$ cat config.mk
export PLATFORM = sky130hd
export DESIGN_NAME = cc_timer
export DESIGN_NICKNAME = d
export VERILOG_FILES = /design/src/rtl/tmr_pkg.sv /design/src/rtl/tmr_edge.sv /design/src/rtl/tmr_count.sv /design/src/rtl/tmr_ccr.sv /design/src/rtl/cc_timer.sv
export SDC_FILE = /design/constraint.sdc
export NUM_CORES = 1
export LEC_CHECK = 0
export ABC_AREA = 1
export BUFFER_PORTS_ARGS = -buffer_cell sky130_fd_sc_hd__buf_2
export CORE_ASPECT_RATIO = 1.5
export CORE_MARGIN = 3
export CORE_UTILIZATION = 58
export CTS_BUF_LIST = sky130_fd_sc_hd__clkbuf_16
export DETAILED_ROUTE_END_ITERATION = 16
export GPL_ROUTABILITY_DRIVEN = 1
export HOLD_SLACK_MARGIN = 0.02
export PLACE_DENSITY = 0.82
export SLEW_MARGIN = 20
export SYNTH_ARGS = -nofsm -noshare
export SYNTH_HDL_FRONTEND = slang
export SYNTH_SLANG_ARGS = --single-unit
$ cat constraint.sdc
create_clock -name clk -period 2.01 [get_ports clk]
set_input_delay 0.1005 -clock clk [delete_from_list [all_inputs] [get_ports clk]]
set_output_delay 0.1005 -clock clk [all_outputs]
set_load 0.01 [all_outputs]
$ cat src/rtl/tmr_pkg.sv
package tmr_pkg;

  typedef enum logic [1:0] {
    MODE_STOP  = 2'b00,
    MODE_FREE  = 2'b01,
    MODE_EDGE  = 2'b10,
    MODE_MATCH = 2'b11
  } tmr_mode_e;

  typedef enum logic [1:0] {
    EDGE_NONE = 2'b00,
    EDGE_RISE = 2'b01,
    EDGE_FALL = 2'b10,
    EDGE_BOTH = 2'b11
  } edge_sel_e;

  typedef struct packed {
    logic      oneshot_en;
    logic      cap_use;
    edge_sel_e edge_sel;
    tmr_mode_e mode;
  } tmr_ctrl_t;

  localparam logic [1:0] ADDR_CNT  = 2'd0;
  localparam logic [1:0] ADDR_CR   = 2'd1;
  localparam logic [1:0] ADDR_CTRL = 2'd2;
  localparam logic [1:0] ADDR_SHOT = 2'd3;

endpackage

$ cat src/rtl/tmr_edge.sv
module tmr_edge
  import tmr_pkg::*;
#(
  parameter int SYNC_STAGES = 2
) (
  input  logic      clk,
  input  logic      rst_n,
  input  logic      pin,
  input  edge_sel_e sel,
  output logic      edge_o
);

  // chain[SYNC_STAGES-1] is the synchronized level, chain[SYNC_STAGES] its previous value
  logic [SYNC_STAGES:0] chain;
  logic rise, fall;

  always_ff @(posedge clk) begin
    if (!rst_n) chain <= '0;
    else        chain <= {chain[SYNC_STAGES-1:0], pin};
  end

  assign rise = chain[SYNC_STAGES-1] & ~chain[SYNC_STAGES];
  assign fall = ~chain[SYNC_STAGES-1] & chain[SYNC_STAGES];

  always_comb begin
    unique case (sel)
      EDGE_RISE: edge_o = rise;
      EDGE_FALL: edge_o = fall;
      EDGE_BOTH: edge_o = rise | fall;
      default:   edge_o = 1'b0;
    endcase
  end

  assert_none_quiet_R5: assert property (@(posedge clk) disable iff (!rst_n)
    (sel == EDGE_NONE) |-> !edge_o);

endmodule

$ cat src/rtl/tmr_count.sv
module tmr_count
  import tmr_pkg::*;
#(
  parameter int W      = 16,
  parameter int HOLD_W = 4
) (
  input  logic          clk,
  input  logic          rst_n,
  input  tmr_mode_e     mode,
  input  logic          cnt_en,
  input  logic          pause,
  input  logic          clr_edge,
  input  logic          clr_match,
  input  logic          clr_shot,
  output logic [W-1:0]  count
);

  localparam logic [HOLD_W-1:0] HOLD_MAX = {HOLD_W{1'b1}};

  logic [HOLD_W-1:0] held, held_d;
  logic stop, clr, tick;

  assign stop = (mode == MODE_STOP);
  assign clr  = stop | clr_edge | clr_match | clr_shot;
  assign tick = !pause && !stop && (cnt_en || held != '0);

  always_comb begin
    held_d = held;
    if (stop)                                       held_d = '0;
    else if (cnt_en && !tick && held != HOLD_MAX)   held_d = held + 1'b1;
    else if (!cnt_en && tick)                       held_d = held - 1'b1;
  end

  always_ff @(posedge clk) begin
    if (!rst_n) begin
      count <= '0;
      held  <= '0;
    end else begin
      held <= held_d;
      if (clr)       count <= '0;
      else if (tick) count <= count + 1'b1;
    end
  end

  assert_stop_zero_R3: assert property (@(posedge clk) disable iff (!rst_n)
    stop |=> (count == '0));

  assert_pause_hold_R2: assert property (@(posedge clk) disable iff (!rst_n)
    (pause && !clr) |=> $stable(count));

  assert_clear_wins_R11: assert property (@(posedge clk) disable iff (!rst_n)
    (clr && cnt_en) |=> (count == '0));

  assert_single_step_R1: assert property (@(posedge clk) disable iff (!rst_n)
    !clr |=> (count == $past(count) || count == $past(count) + 1'b1));

endmodule

$ cat src/rtl/tmr_ccr.sv
module tmr_ccr #(
  parameter int W = 16
) (
  input  logic          clk,
  input  logic          rst_n,
  input  logic [W-1:0]  count,
  input  logic          run,
  input  logic          cap_use,
  input  logic          cap_edge,
  input  logic          wr_en,
  input  logic [W-1:0]  wr_data,
  output logic [W-1:0]  cr,
  output logic          hit,
  output logic          irq
);

  logic hit_q;

  assign hit = run && !cap_use && (count == cr);

  always_ff @(posedge clk) begin
    if (!rst_n) begin
      cr    <= '0;
      hit_q <= 1'b0;
      irq   <= 1'b0;
    end else begin
      if (cap_use && cap_edge) cr <= count;
      else if (wr_en)          cr <= wr_data;
      hit_q <= hit;
      irq   <= hit && !hit_q;
    end
  end

  assert_irq_single_R10: assert property (@(posedge clk) disable iff (!rst_n)
    irq |=> !irq);

  assert_no_irq_capture_R10: assert property (@(posedge clk) disable iff (!rst_n)
    (cap_use && $past(cap_use)) |-> !irq);

  assert_capture_wins_R9: assert property (@(posedge clk) disable iff (!rst_n)
    (cap_use && cap_edge) |=> (cr == $past(count)));

endmodule

$ cat src/rtl/cc_timer.sv
module cc_timer
  import tmr_pkg::*;
#(
  parameter int W           = 16,
  parameter int HOLD_W      = 4,
  parameter int SYNC_STAGES = 2
) (
  input  logic          clk,
  input  logic          rst_n,
  input  logic          cnt_en,
  input  logic          ext_in,
  input  logic          req_valid,
  output logic          req_ready,
  input  logic          req_write,
  input  logic [1:0]    req_addr,
  input  logic [W-1:0]  req_wdata,
  output logic          rsp_valid,
  input  logic          rsp_ready,
  output logic [W-1:0]  rsp_data,
  output logic          match_irq
);

  localparam int CTRL_W = $bits(tmr_ctrl_t);

  tmr_ctrl_t    ctrl_q;
  logic         rsp_cnt_q;
  logic [W-1:0] count, cr, rd_mux;
  logic         edge_pulse, hit;
  logic         acc, wr, rd, pause, run;
  logic         clr_edge, clr_match, clr_shot;

  assign req_ready = !rsp_valid;
  assign acc       = req_valid && req_ready;
  assign wr        = acc && req_write;
  assign rd        = acc && !req_write;
  assign run       = (ctrl_q.mode != MODE_STOP);

  assign clr_shot  = wr && (req_addr == ADDR_SHOT) && req_wdata[0]
                     && ctrl_q.oneshot_en && run;
  assign clr_edge  = (ctrl_q.mode == MODE_EDGE) && edge_pulse;
  assign clr_match = (ctrl_q.mode == MODE_MATCH) && hit;
  assign pause     = rsp_cnt_q || (rd && (req_addr == ADDR_CNT));

  tmr_edge #(.SYNC_STAGES(SYNC_STAGES)) u_edge (
    .clk    (clk),
    .rst_n  (rst_n),
    .pin    (ext_in),
    .sel    (ctrl_q.edge_sel),
    .edge_o (edge_pulse)
  );

  tmr_count #(.W(W), .HOLD_W(HOLD_W)) u_count (
    .clk       (clk),
    .rst_n     (rst_n),
    .mode      (ctrl_q.mode),
    .cnt_en    (cnt_en),
    .pause     (pause),
    .clr_edge  (clr_edge),
    .clr_match (clr_match),
    .clr_shot  (clr_shot),
    .count     (count)
  );

  tmr_ccr #(.W(W)) u_ccr (
    .clk      (clk),
    .rst_n    (rst_n),
    .count    (count),
    .run      (run),
    .cap_use  (ctrl_q.cap_use),
    .cap_edge (edge_pulse),
    .wr_en    (wr && (req_addr == ADDR_CR)),
    .wr_data  (req_wdata),
    .cr       (cr),
    .hit      (hit),
    .irq      (match_irq)
  );

  always_comb begin
    unique case (req_addr)
      ADDR_CNT:  rd_mux = count;
      ADDR_CR:   rd_mux = cr;
      ADDR_CTRL: rd_mux = W'(ctrl_q);
      default:   rd_mux = '0;
    endcase
  end

  always_ff @(posedge clk) begin
    if (!rst_n) begin
      ctrl_q    <= tmr_ctrl_t'('0);
      rsp_valid <= 1'b0;
      rsp_data  <= '0;
      rsp_cnt_q <= 1'b0;
    end else begin
      if (wr && (req_addr == ADDR_CTRL))
        ctrl_q <= tmr_ctrl_t'(req_wdata[CTRL_W-1:0]);
      if (rd) begin
        rsp_valid <= 1'b1;
        rsp_data  <= rd_mux;
        rsp_cnt_q <= (req_addr == ADDR_CNT);
      end else if (rsp_valid && rsp_ready) begin
        rsp_valid <= 1'b0;
        rsp_cnt_q <= 1'b0;
      end
    end
  end

  assert_rsp_hold_R13: assert property (@(posedge clk) disable iff (!rst_n)
    (rsp_valid && !rsp_ready) |=> (rsp_valid && $stable(rsp_data)));

  assert_one_outstanding_R13: assert property (@(posedge clk) disable iff (!rst_n)
    rsp_valid |-> !req_ready);

  assert_read_keeps_cr_R12: assert property (@(posedge clk) disable iff (!rst_n)
    (rd && req_addr == ADDR_CNT && !edge_pulse) |=> $stable(cr));

endmodule

Word-level counts from Yosys, hierarchy flattened. Cells that the tools add are included.

Add/subtract/negate cells: 3. Eq/ne operators: 10. Muxes and demuxes: 9. Bitwise operators: 9. Reduce and logical (&&, ||, !) cells: 41.

Operators by type and width (count): one-hot mux 16 bit (3 select lines) (1); two-way mux 16 bit (2); logical AND 1 bit (22); adder 16 x 1 -> 16 bit (second input constant) (1); == test 16 bit (1); == test 2 bit (second input constant) (6); zero test 1 bit (8); two-way mux 4 bit (2); nonzero test 2 bit (4); adder 4 x 1 -> 4 bit (second input constant) (1); == test 2 x 1 -> 1 bit (second input constant) (2); zero test 2 bit (2); != test 4 bit (second input constant) (1); OR 1 bit (4); nonzero test 4 bit (1); OR reduction 2 bit (2); subtractor 4 x 1 -> 4 bit (second input constant) (1); two-way mux 1 bit (3); inverter 1 bit (3); one-hot mux 1 bit (3 select lines) (1); AND 1 bit (2); logical OR 1 bit (2).

Bits in registers: 65. Input port bits: 25. Output and inout port bits: 19. Word-level logic and storage cells: 85.

Depth between registers and ports, before layout. Gate-level depths: netlist of run 1.

Word-level depth: 12. Mapped depth: 15.

By module. From an unflattened synthesis of run 1, not the netlist that was laid out.

Cells, all modules: 552. Area total of the unflattened synthesis: 3658.5 µm².

By module, submodules not included: cc_timer (instances 1, cells an instance 182, area an instance 1243.7 µm², seq. area each 480.5 µm²); tmr_count (instances 1, cells an instance 179, area an instance 1221.2 µm², seq. area each 400.4 µm²); tmr_ccr (instances 1, cells an instance 171, area an instance 1047.3 µm², seq. area each 360.3 µm²); tmr_edge (instances 1, cells an instance 20, area an instance 146.4 µm², seq. area each 60.1 µm²).

Least setup slack after synthesis of run 1. Ideal clock, no wire load.

Path type: register to register. Start point: register rsp_valid. End point: register u_count.held[3]. Setup time: 0.110 ns. Arrival time: 1.689 ns. Data required time: 1.900 ns. Setup slack: 0.212 ns. Stages on the path, launching flop included: 14. Cells stage by stage: dfxtp_1 > nor2_4 > nand3_2 > nand2_2 > nand2_2 > ha_1 > nand2_1 > nand2_1 > nor2_1 > nand3_1 > nand3_1 > nand2_1 > inv_1 > nor2_1.

Longest elaborated chain between the ends: 12. Elaborated cells between the ends (all ways): 14. Those cells by class: mux (1); reduce/logical (13).

Ends and longest elaborated chain: start: declaration (RTL line cc_timer.sv:17) `output logic rsp_valid,`; start signal: assignment (RTL line cc_timer.sv:90) `rsp_valid <= 1'b0;`; start signal: assignment (RTL line cc_timer.sv:97) `rsp_valid <= 1'b1;`; start signal: assignment (RTL line cc_timer.sv:101) `rsp_valid <= 1'b0;`; zero test 1 bit * (RTL line cc_timer.sv:32) `assign req_ready = !rsp_valid;`; logical AND 1 bit * (RTL line cc_timer.sv:33) `assign acc = req_valid && req_ready;`; logical AND 1 bit * (RTL line cc_timer.sv:35) `assign rd = acc && !req_write;`; logical AND 1 bit * (RTL line cc_timer.sv:42) `assign pause = rsp_cnt_q || (rd && (req_addr == ADDR_CNT));`; logical OR 1 bit * (RTL line cc_timer.sv:42); zero test 1 bit * (RTL line tmr_count.sv:25) `assign tick = !pause && !stop && (cnt_en || held != '0);`; logical AND 1 bit * (2 in series) (RTL line tmr_count.sv:25); zero test 1 bit (RTL line tmr_count.sv:30) `else if (cnt_en && !tick && held != HOLD_MAX) held_d = held + 1'b1;`; logical AND 1 bit (2 in series) (RTL line tmr_count.sv:30); two-way mux 4 bit or nonzero test 2 bit (tied branches); end signal: assignment (RTL line tmr_count.sv:39) `held <= held_d;`; end: declaration (RTL line tmr_count.sv:20) `logic [HOLD_W-1:0] held, held_d;`.

Every way passes the cells marked *; elsewhere a longest branch is shown, timed or not. A chain may end at the register's enable or synchronous reset.

Final worst setup path of run 1.
Start point: register ctrl_q[1] in the netlist's numbering. End point: register u_count.held[3].

Longest elaborated chain between the ends: 8. Elaborated cells between the ends (all ways): 11. Those cells by class: mux (1); reduce/logical (10).

Ends and longest elaborated chain: start: declaration (RTL line cc_timer.sv:25) `tmr_ctrl_t ctrl_q;`; start signal: assignment (RTL line cc_timer.sv:89) `ctrl_q <= tmr_ctrl_t'('0);`; start signal: assignment (RTL line cc_timer.sv:95) `ctrl_q <= tmr_ctrl_t'(req_wdata[CTRL_W-1:0]);`; zero test 2 bit * (RTL line tmr_count.sv:23) `assign stop = (mode == MODE_STOP);`; zero test 1 bit (RTL line tmr_count.sv:25); logical AND 1 bit (2 in series) (RTL line tmr_count.sv:25); zero test 1 bit (RTL line tmr_count.sv:30); logical AND 1 bit (2 in series) (RTL line tmr_count.sv:30); two-way mux 4 bit or nonzero test 2 bit (tied branches).

Marks and branches as above.

==> results.json, run 1 <==
{
  "slew_viol_final": 0,
  "setup_viol": 0,
  "period_needed_ps": 1774,
  "finalCritPeriodShare_pct": 88.27,
  "gp_congestion": 0.9028,
  "ys_top_cells_by_count": "nand2_1, nor2_1, dfxtp_1",
  "portBuffers": 43,
  "hpwl_um": 7014,
  "max_stage_delay_ps": 440,
  "placed_area_mm2": 0.003814,
  "final_cell_area_mm2": 0.004153,
  "fillers": 500,
  "worstReg2RegStart": "ctrl_q[1]",
  "synth_top_area_share_pct": 36.57,
  "final_nets": 608,
  "rsz0062_at_grt": "false",
  "min_delay_worst_endpoint": "rsp_valid",
  "path_max_fanout": 5,
  "tns_ps": 0,
  "drt_wl_total_um": 9436,
  "avgSynthCellArea_um2": 6.664,
  "max_slew.worst_pin.slew_ps": 460.3,
  "multiInputGateArea_mm2": 0.001934,
  "seq_area_frac_synth_pct": 36.57,
  "async_reset_ff_share_pct": 0,
  "dp_slack_ps": 164.2,
  "layout-drive-gt1-share_pct": 14.60,
  "drtIter0Drc": 239,
  "ios": 44,
  "r2r_end": "u_count.held[3]",
  "clock_latency_ps": 340,
  "route.detailed.drc": 0,
  "antenna_found_initial": 0,
  "critPathTopFamily": "simple AND/OR/NAND/NOR gates",
  "r2r_slack_ps": 240,
  "critPathBufInv": 1,
  "clkTransAtPathRegs_ps": 60,
  "diodes": 0,
  "r2r_cells": 13,
  "grt_overflow": 0,
  "cp.arrival_ps": 2020,
  "crit_path_start_kind": "flip-flop",
  "critPathKind": "flip-flop to flip-flop",
  "core_mm2": 0.005871,
  "h-tree-depth": 3,
  "syn_inst": 534,
  "synth_top_cells_by_area": "dfxtp_1, nand2_1, nor2_1",
  "required_ps": 2250,
  "yosys_warnings": 0,
  "routed_via_density": 5.401,
  "cts_tree": "built",
  "p_per_area_mw_per_mm2": 768.2,
  "clock_skew_ps": 5.398,
  "cts_buffers": 9,
  "slew_headroom_pct": 69.12,
  "yosysUniqueCellTypes": 36,
  "num_vias": 3532,
  "grt_pass1_wl_um": 15320,
  "die-area_mm2": 0.007131,
  "die_x_um": 69.96,
  "drv_cap": 0,
  "irDropWorstVdd_uv": 487.1,
  "synth.most_common_cell": "nand2_1",
  "cts-root-to-sink-buffers": 2,
  "rows": 34,
  "synthToLayoutAreaGrowth_pct": 16.70,
  "hold_ws_ps": 23.43,
  "hold_start": "rsp_ready",
  "hold_violations": 0,
  "firstDrtPassIters": 6,
  "initial_core_util_pct": 60.61,
  "fp.dieH_um": 101.9,
  "netlist_area_mm2": 0.003558,
  "cts-root-buf": "clkbuf_16",
  "syn_nets": 565,
  "leakage_nw": 1.762,
  "critPathSlowestCell": "dfxtp_1",
  "hold_class": "input pin to flip-flop",
  "final-seq-area_mm2": 0.001303,
  "cts.sinks": 65,
  "yosys_register_bits": 65,
  "grt_usage_pct": 27.40,
  "synthFlopType": "dfxtp_1",
  "fin_ws_ps": 235.7,
  "status": "finished, final reports clean",
  "wl_per_cell_um": 14.43,
  "path_cells": "nor2_4, nor2_4, nand2_2, nand2_2, ha_1, nand2_1, nor2_1, nor2_1, inv_1, nand2_1, nand4_1, nand2_1, nor2_1",
  "grt_max_degree": 33,
  "fmax_mhz": 563.6,
  "synth_top_cell_by_area": "dfxtp_1",
  "min_path_cells": 4,
  "postRouteAntennaNets": 0,
  "endpoint_kind": "flip-flop",
  "grt_pass1_vias": 3339,
  "synth-edff-count": 0
}
## cells by family (layout without fill, tap and decap cells)
family	Yosys count	count (layout)	synth area share, %
and+or+nand+nor	268	268	32.21
buffers and inverters	82	130	9.564
xor gates and xnor gates	16	16	3.938
DFF	65	65	36.57
adders and majority gates	6	6	2.321
muxes	3	3	0.8439
AOI/OAI and AO/OA	94	94	14.56
## power breakdown
part / leakage (nW) / switching [mW] / total (mW) / internal, mW
clock network: 0.150 / 0.575 / 1.65 / 1.07
registers: 0.526 / 0.0164 / 1.32 / 1.31
logic: 1.09 / 0.142 / 0.220 / 0.0775
total: 1.76 / 0.733 / 3.19 / 2.46
## routing by layer
metal / global-route usage [%] / vias to the layer above / part of all wire, %
met4: 15.34 / 0 / 4.3
li1: - / 1795 / -
met2: 49.02 / 100 / 52
met5: 0 / - / 0
met1: 30.28 / 1605 / 39
met3: 5.512 / 32 / 4.9
## worst reg2reg max path: stages (launching register included)
cell and delay, ps:
dfxtp_1 440, nor2_4 60, nor2_4 110, nand2_2 100, nand2_2 150, ha_1 250
nand2_1 60, nor2_1 40, nor2_1 110, inv_1 50, nand2_1 80, nand4_1 100
nand2_1 80, nor2_1 40
## registers in the layout, indices dropped and copies added (netlist names)
register	cells
u_count.count	16
u_ccr.cr	16
ctrl_q	6
u_edge.chain	3
rsp_valid	1
rsp_cnt_q	1
u_count.held	4
u_ccr.hit_q	1
u_ccr.irq	1
rsp_data	16
## final cells by class
cell class	count	share of cell area [%]
multi-input cells	387	46.58
flip-flops and latches	65	31.36
repair buffers	48	6.448
inverters	66	5.966
clock buffers	9	5.423
well taps	72	2.169
clock inverters	7	2.049
## how the worst max path moves through the flow
stage,startpoint,endpoint,slack [ps],cells after the start
detailed placement,ctrl_q[0],u_count.held[3],160,13
finish,ctrl_q[1],u_count.held[3],240,13
floorplan,rsp_valid,u_count.held[3],210,13
global route,rsp_valid,u_count.held[3],20,14
global placement,ctrl_q[0],u_count.held[3],230,13
CTS,ctrl_q[0],u_count.held[3],160,13
## through the flow
| stage | power, mW | utilization (%) | instances |
|---|---|---|---|
| 5_1_grt | 3.276 | 70.74 | 654 |
| 3_3_place_gp | 1.558 | 64.96 | 637 |
| 4_1_cts | 3.187 | 70.42 | 654 |
| 2_1_floorplan | 1.496 | - | 534 |
| 6_report | 3.190 | 70.74 | 654 |
| 3_5_place_dp | 1.563 | 64.96 | 637 |
## what timing repair did
| item | 4_1_cts | 5_1_grt |
|---|---|---|
| endpoints found under the setup margin | 0 | 1 |
| endpoints found under the hold margin | 1 | 0 |
| setup buffers | 0 | 0 |
| resized for setup | 0 | 3 |
| hold buffers | 1 | 0 |
## layout by cell type, fill, tap and decap left out, types with 9 or more instances in the layout
cell type and n:
nand2_1 146, nor2_1 75, dfxtp_1 64, inv_1 58, buf_2 43, a21oi_1 29, o21ai_0 28, o21ai_1 15
nand3_1 13, a31oi_1 10, xor2_1 10, nand4_1 9, clkbuf_16 9
No activity file was read; power rests on OpenSTA's default activity.
==> run 2, diff against run 1 <==
- ABC_AREA: 1 -> not set
==> results.json, run 2 <==
{
  "status": "finished, final reports clean",
  "instances_no_fill": 488,
  "slew_viol_final": 0,
  "drtIter0Drc": 216,
  "hold_start": "req_wdata[3]",
  "synth_top_area_share_pct": 36.76,
  "cts_setup_buffers": 0,
  "h-tree-depth": 3,
  "p_int_mw": 2.617,
  "seq_area_frac_synth_pct": 36.76,
  "min_delay_worst_endpoint": "ctrl_q[3]",
  "yosys_register_bits": 65,
  "synth.area.mux_share_pct": 11.95,
  "max_stage_delay_ps": 360,
  "avgSynthCellArea_um2": 9.619,
  "ys_top_cells_by_count": "dfxtp_1, mux2i_1, nand2_1, xnor2_1",
  "max_slew.worst_pin.slew_ps": 734.3,
  "critPathKind": "flip-flop to flip-flop",
  "path_cells": "nor3b_4, a211o_1, nand3_4, ha_4, a21o_1, a21oi_2, nor3b_4, o21a_1, nor3_1",
  "final_common_cell": "dfxtp_1",
  "critPathSlowestCell": "dfxtp_4",
  "diodes": 0,
  "cts.sinks": 65,
  "synth_top_family_by_area": "simple AND/OR/NAND/NOR gates",
  "mostFrequentLayoutCells": "dfxtp_1, buf_2, mux2i_1",
  "period_needed_ps": 1953,
  "cts-root-buf": "clkbuf_16",
  "r2r_slack_ps": 60,
  "routed_via_density": 5.865,
  "fmax_mhz": 512.1,
  "power_frac_clock_pct": 52.8,
  "antenna_found_initial": 0,
  "critPathMostFrequentCell": "nor3b_4",
  "dp_slack_ps": -191.0,
  "rsz0062_at_grt": "true",
  "synth-compound-area-share_pct": 12.05,
  "initial_core_util_pct": 60.29,
  "leakage_nw": 1.793,
  "critPathTopFamily": "compound AO/OA/AOI/OAI gates",
  "clock_latency_ps": 330,
  "grt_pass1_vias": 2907,
  "drt_wl_total_um": 8216,
  "critPathBufInv": 0,
  "synth_top_cell_by_area": "dfxtp_1",
  "worstReg2RegStart": "rsp_valid",
  "r2r_end": "u_count.held[3]",
  "min_path_cells": 3,
  "synth_adder_area_share_pct": 2.333,
  "cp.arrival_ps": 2170,
  "firstDrtPassIters": 5,
  "yosysUniqueCellTypes": 46,
  "fin_ws_ps": 57.32,
  "path_max_fanout": 4,
  "hold_ws_ps": 68.40,
  "fp.dieH_um": 101.7,
  "p_per_area_mw_per_mm2": 778.4,
  "crit_path_start_kind": "flip-flop",
  "cts_tree": "built",
  "yosys.area_share.simple_pct": 23.44,
  "clkTransAtPathRegs_ps": 50,
  "synth.most_common_cell": "dfxtp_1",
  "pwr-share-comb_pct": 7.1,
  "wl_per_cell_um": 16.84,
  "cts-root-to-sink-buffers": 2,
  "r2r_cells": 9,
  "layout-drive-gt1-share_pct": 25.96,
  "final_nets": 442,
  "seqPwrFrac_pct": 40.1,
  "finalCritPeriodShare_pct": 97.15,
  "drv_cap": 0,
  "synth_xor_area_share_pct": 8.165,
  "hpwl_um": 5488,
  "grt_usage_pct": 23.58,
  "dp.cells": 470,
  "die_x_um": 69.79,
  "slew_headroom_pct": 51.04,
  "endpoint_kind": "flip-flop",
  "async_reset_ff_share_pct": 0,
  "p_switching_mw": 0.6951,
  "core_mm2": 0.005871,
  "grt_max_degree": 45,
  "synthToLayoutAreaGrowth_pct": 20.22,
  "ios": 44,
  "fin_util_pct": 72.49,
  "clock_skew_ps": 5.271,
  "route.detailed.drc": 0,
  "syn_nets": 399,
  "die-area_mm2": 0.007096,
  "portBuffers": 43,
  "synth-edff-count": 0,
  "gp_congestion": 0.8256,
  "num_vias": 2862,
  "postRouteAntennaNets": 0,
  "sw_frac_of_total_pct": 20.98,
  "yosys_warnings": 0,
  "hold_class": "input pin to flip-flop",
  "cts_buffers": 9,
  "syn_inst": 368,
  "irDropWorstVdd_uv": 605.2,
  "netlist_area_mm2": 0.003540,
  "hold_violations": 0,
  "rows": 34,
  "synth_top_cells_by_area": "dfxtp_1, mux2i_1, xnor2_1",
  "grt_pass1_wl_um": 13320,
  "grt_overflow": 0,
  "required_ps": 2220,
  "synthFlopType": "dfxtp_1",
  "top_regs": "rsp_data (16), u_ccr.cr (16), u_count.count (16)",
  "fillers": 409,
  "setup_viol": 0
}
-- run 2: cell count changes after synthesis, moves of 10 or more --
| cell | previous run | this run |
|---|---|---|
| a21oi_1 | 29 | 11 |
| clkbuf_1 | 4 | 14 |
| inv_1 | 58 | 7 |
| mux2i_1 | 3 | 40 |
| nand2_1 | 146 | 29 |
| nor2_1 | 75 | 12 |
| nor2b_1 | 0 | 18 |
| nor3_1 | 5 | 22 |
| nor3_2 | 0 | 17 |
| o211a_1 | 0 | 22 |
| o21ai_0 | 28 | 2 |
| o21ai_1 | 15 | 1 |
| xnor2_1 | 6 | 29 |
-- run 2: worst max-delay path by stage --
stage	endpoint	depth (start not counted)	start	slack [ps]
final	u_count.held[3]	9	rsp_valid	60
after global routing	u_count.held[3]	9	rsp_valid	-70
after CTS	u_count.held[3]	9	rsp_valid	40
after detailed placement	u_ccr.cr[11]	7	u_edge.chain[1]	-190
after global placement	u_ccr.cr[11]	7	u_edge.chain[1]	-70
after floorplan	u_count.held[3]	11	rsp_valid	-30
-- run 2: cell type report --
type | count | area (um2) | area share [%]
Multi-Input combinational cell | 268 | 2126 | 49.96
Clock inverter | 7 | 108.9 | 2.558
Timing Repair Buffer | 60 | 374.1 | 8.792
Clock buffer | 9 | 225.2 | 5.293
Inverter | 7 | 26.28 | 0.6175
Tap cell | 72 | 90.09 | 2.117
Sequential cell | 65 | 1305 | 30.67
-- run 2: cells by family (layout without fill, tap and decap cells) --
kind of cell    Yosys count  after routing
simple gates            136            136
compound gates           51             52
mux                      41             41
flops                    65             65
fa+ha+maj                 6              6
xor+xnor                 33             33
buf+inv                  36             83
-- run 2: layer usage --
metal  global-route usage [%]  up-vias  share of wire (%)
li1                         -     1390                  -
met1                    26.15     1364                 40
met2                    42.68       91                 52
met3                    5.065       17                5.5
met4                    11.21        0                2.3
met5                        0        -                  0
-- run 2: what timing repair did --
action,4_1_cts,5_1_grt
gates resized for setup,1,4
cloned,0,1
hold endpoints to repair,1,0
hold buffers,1,0
setup endpoints to repair,16,26
pin swaps,0,5
-- run 2: metrics by stage --
stage / TNS, ps / cell area (um2) / power, mW
3_3_place_gp: -1025 / 3876 / 1.579
6_report: 0 / 4255 / 3.312
2_1_floorplan: -31.42 / 3587 / 1.507
5_1_grt: -66.17 / 4255 / 3.405
3_5_place_dp: -2245 / 3876 / 1.584
4_1_cts: 0 / 4228 / 3.325
-- run 2: power groups by stage --
stage	clock network, mW	registers (mW)	logic, mW
global placement	0	1.35	0.225
CTS	1.76	1.33	0.233
finish	1.75	1.33	0.235
global route	1.82	1.33	0.257
floorplan	0	1.36	0.149
detailed placement	0	1.35	0.230
-- run 2: worst register-to-register path, cell delays in order (launching register included) --
cell and delay, ps:
dfxtp_4 360, nor3b_4 200, a211o_1 230, nand3_4 120
ha_4 220, a21o_1 160, a21oi_2 180, nor3b_4 210
o21a_1 130, nor3_1 40
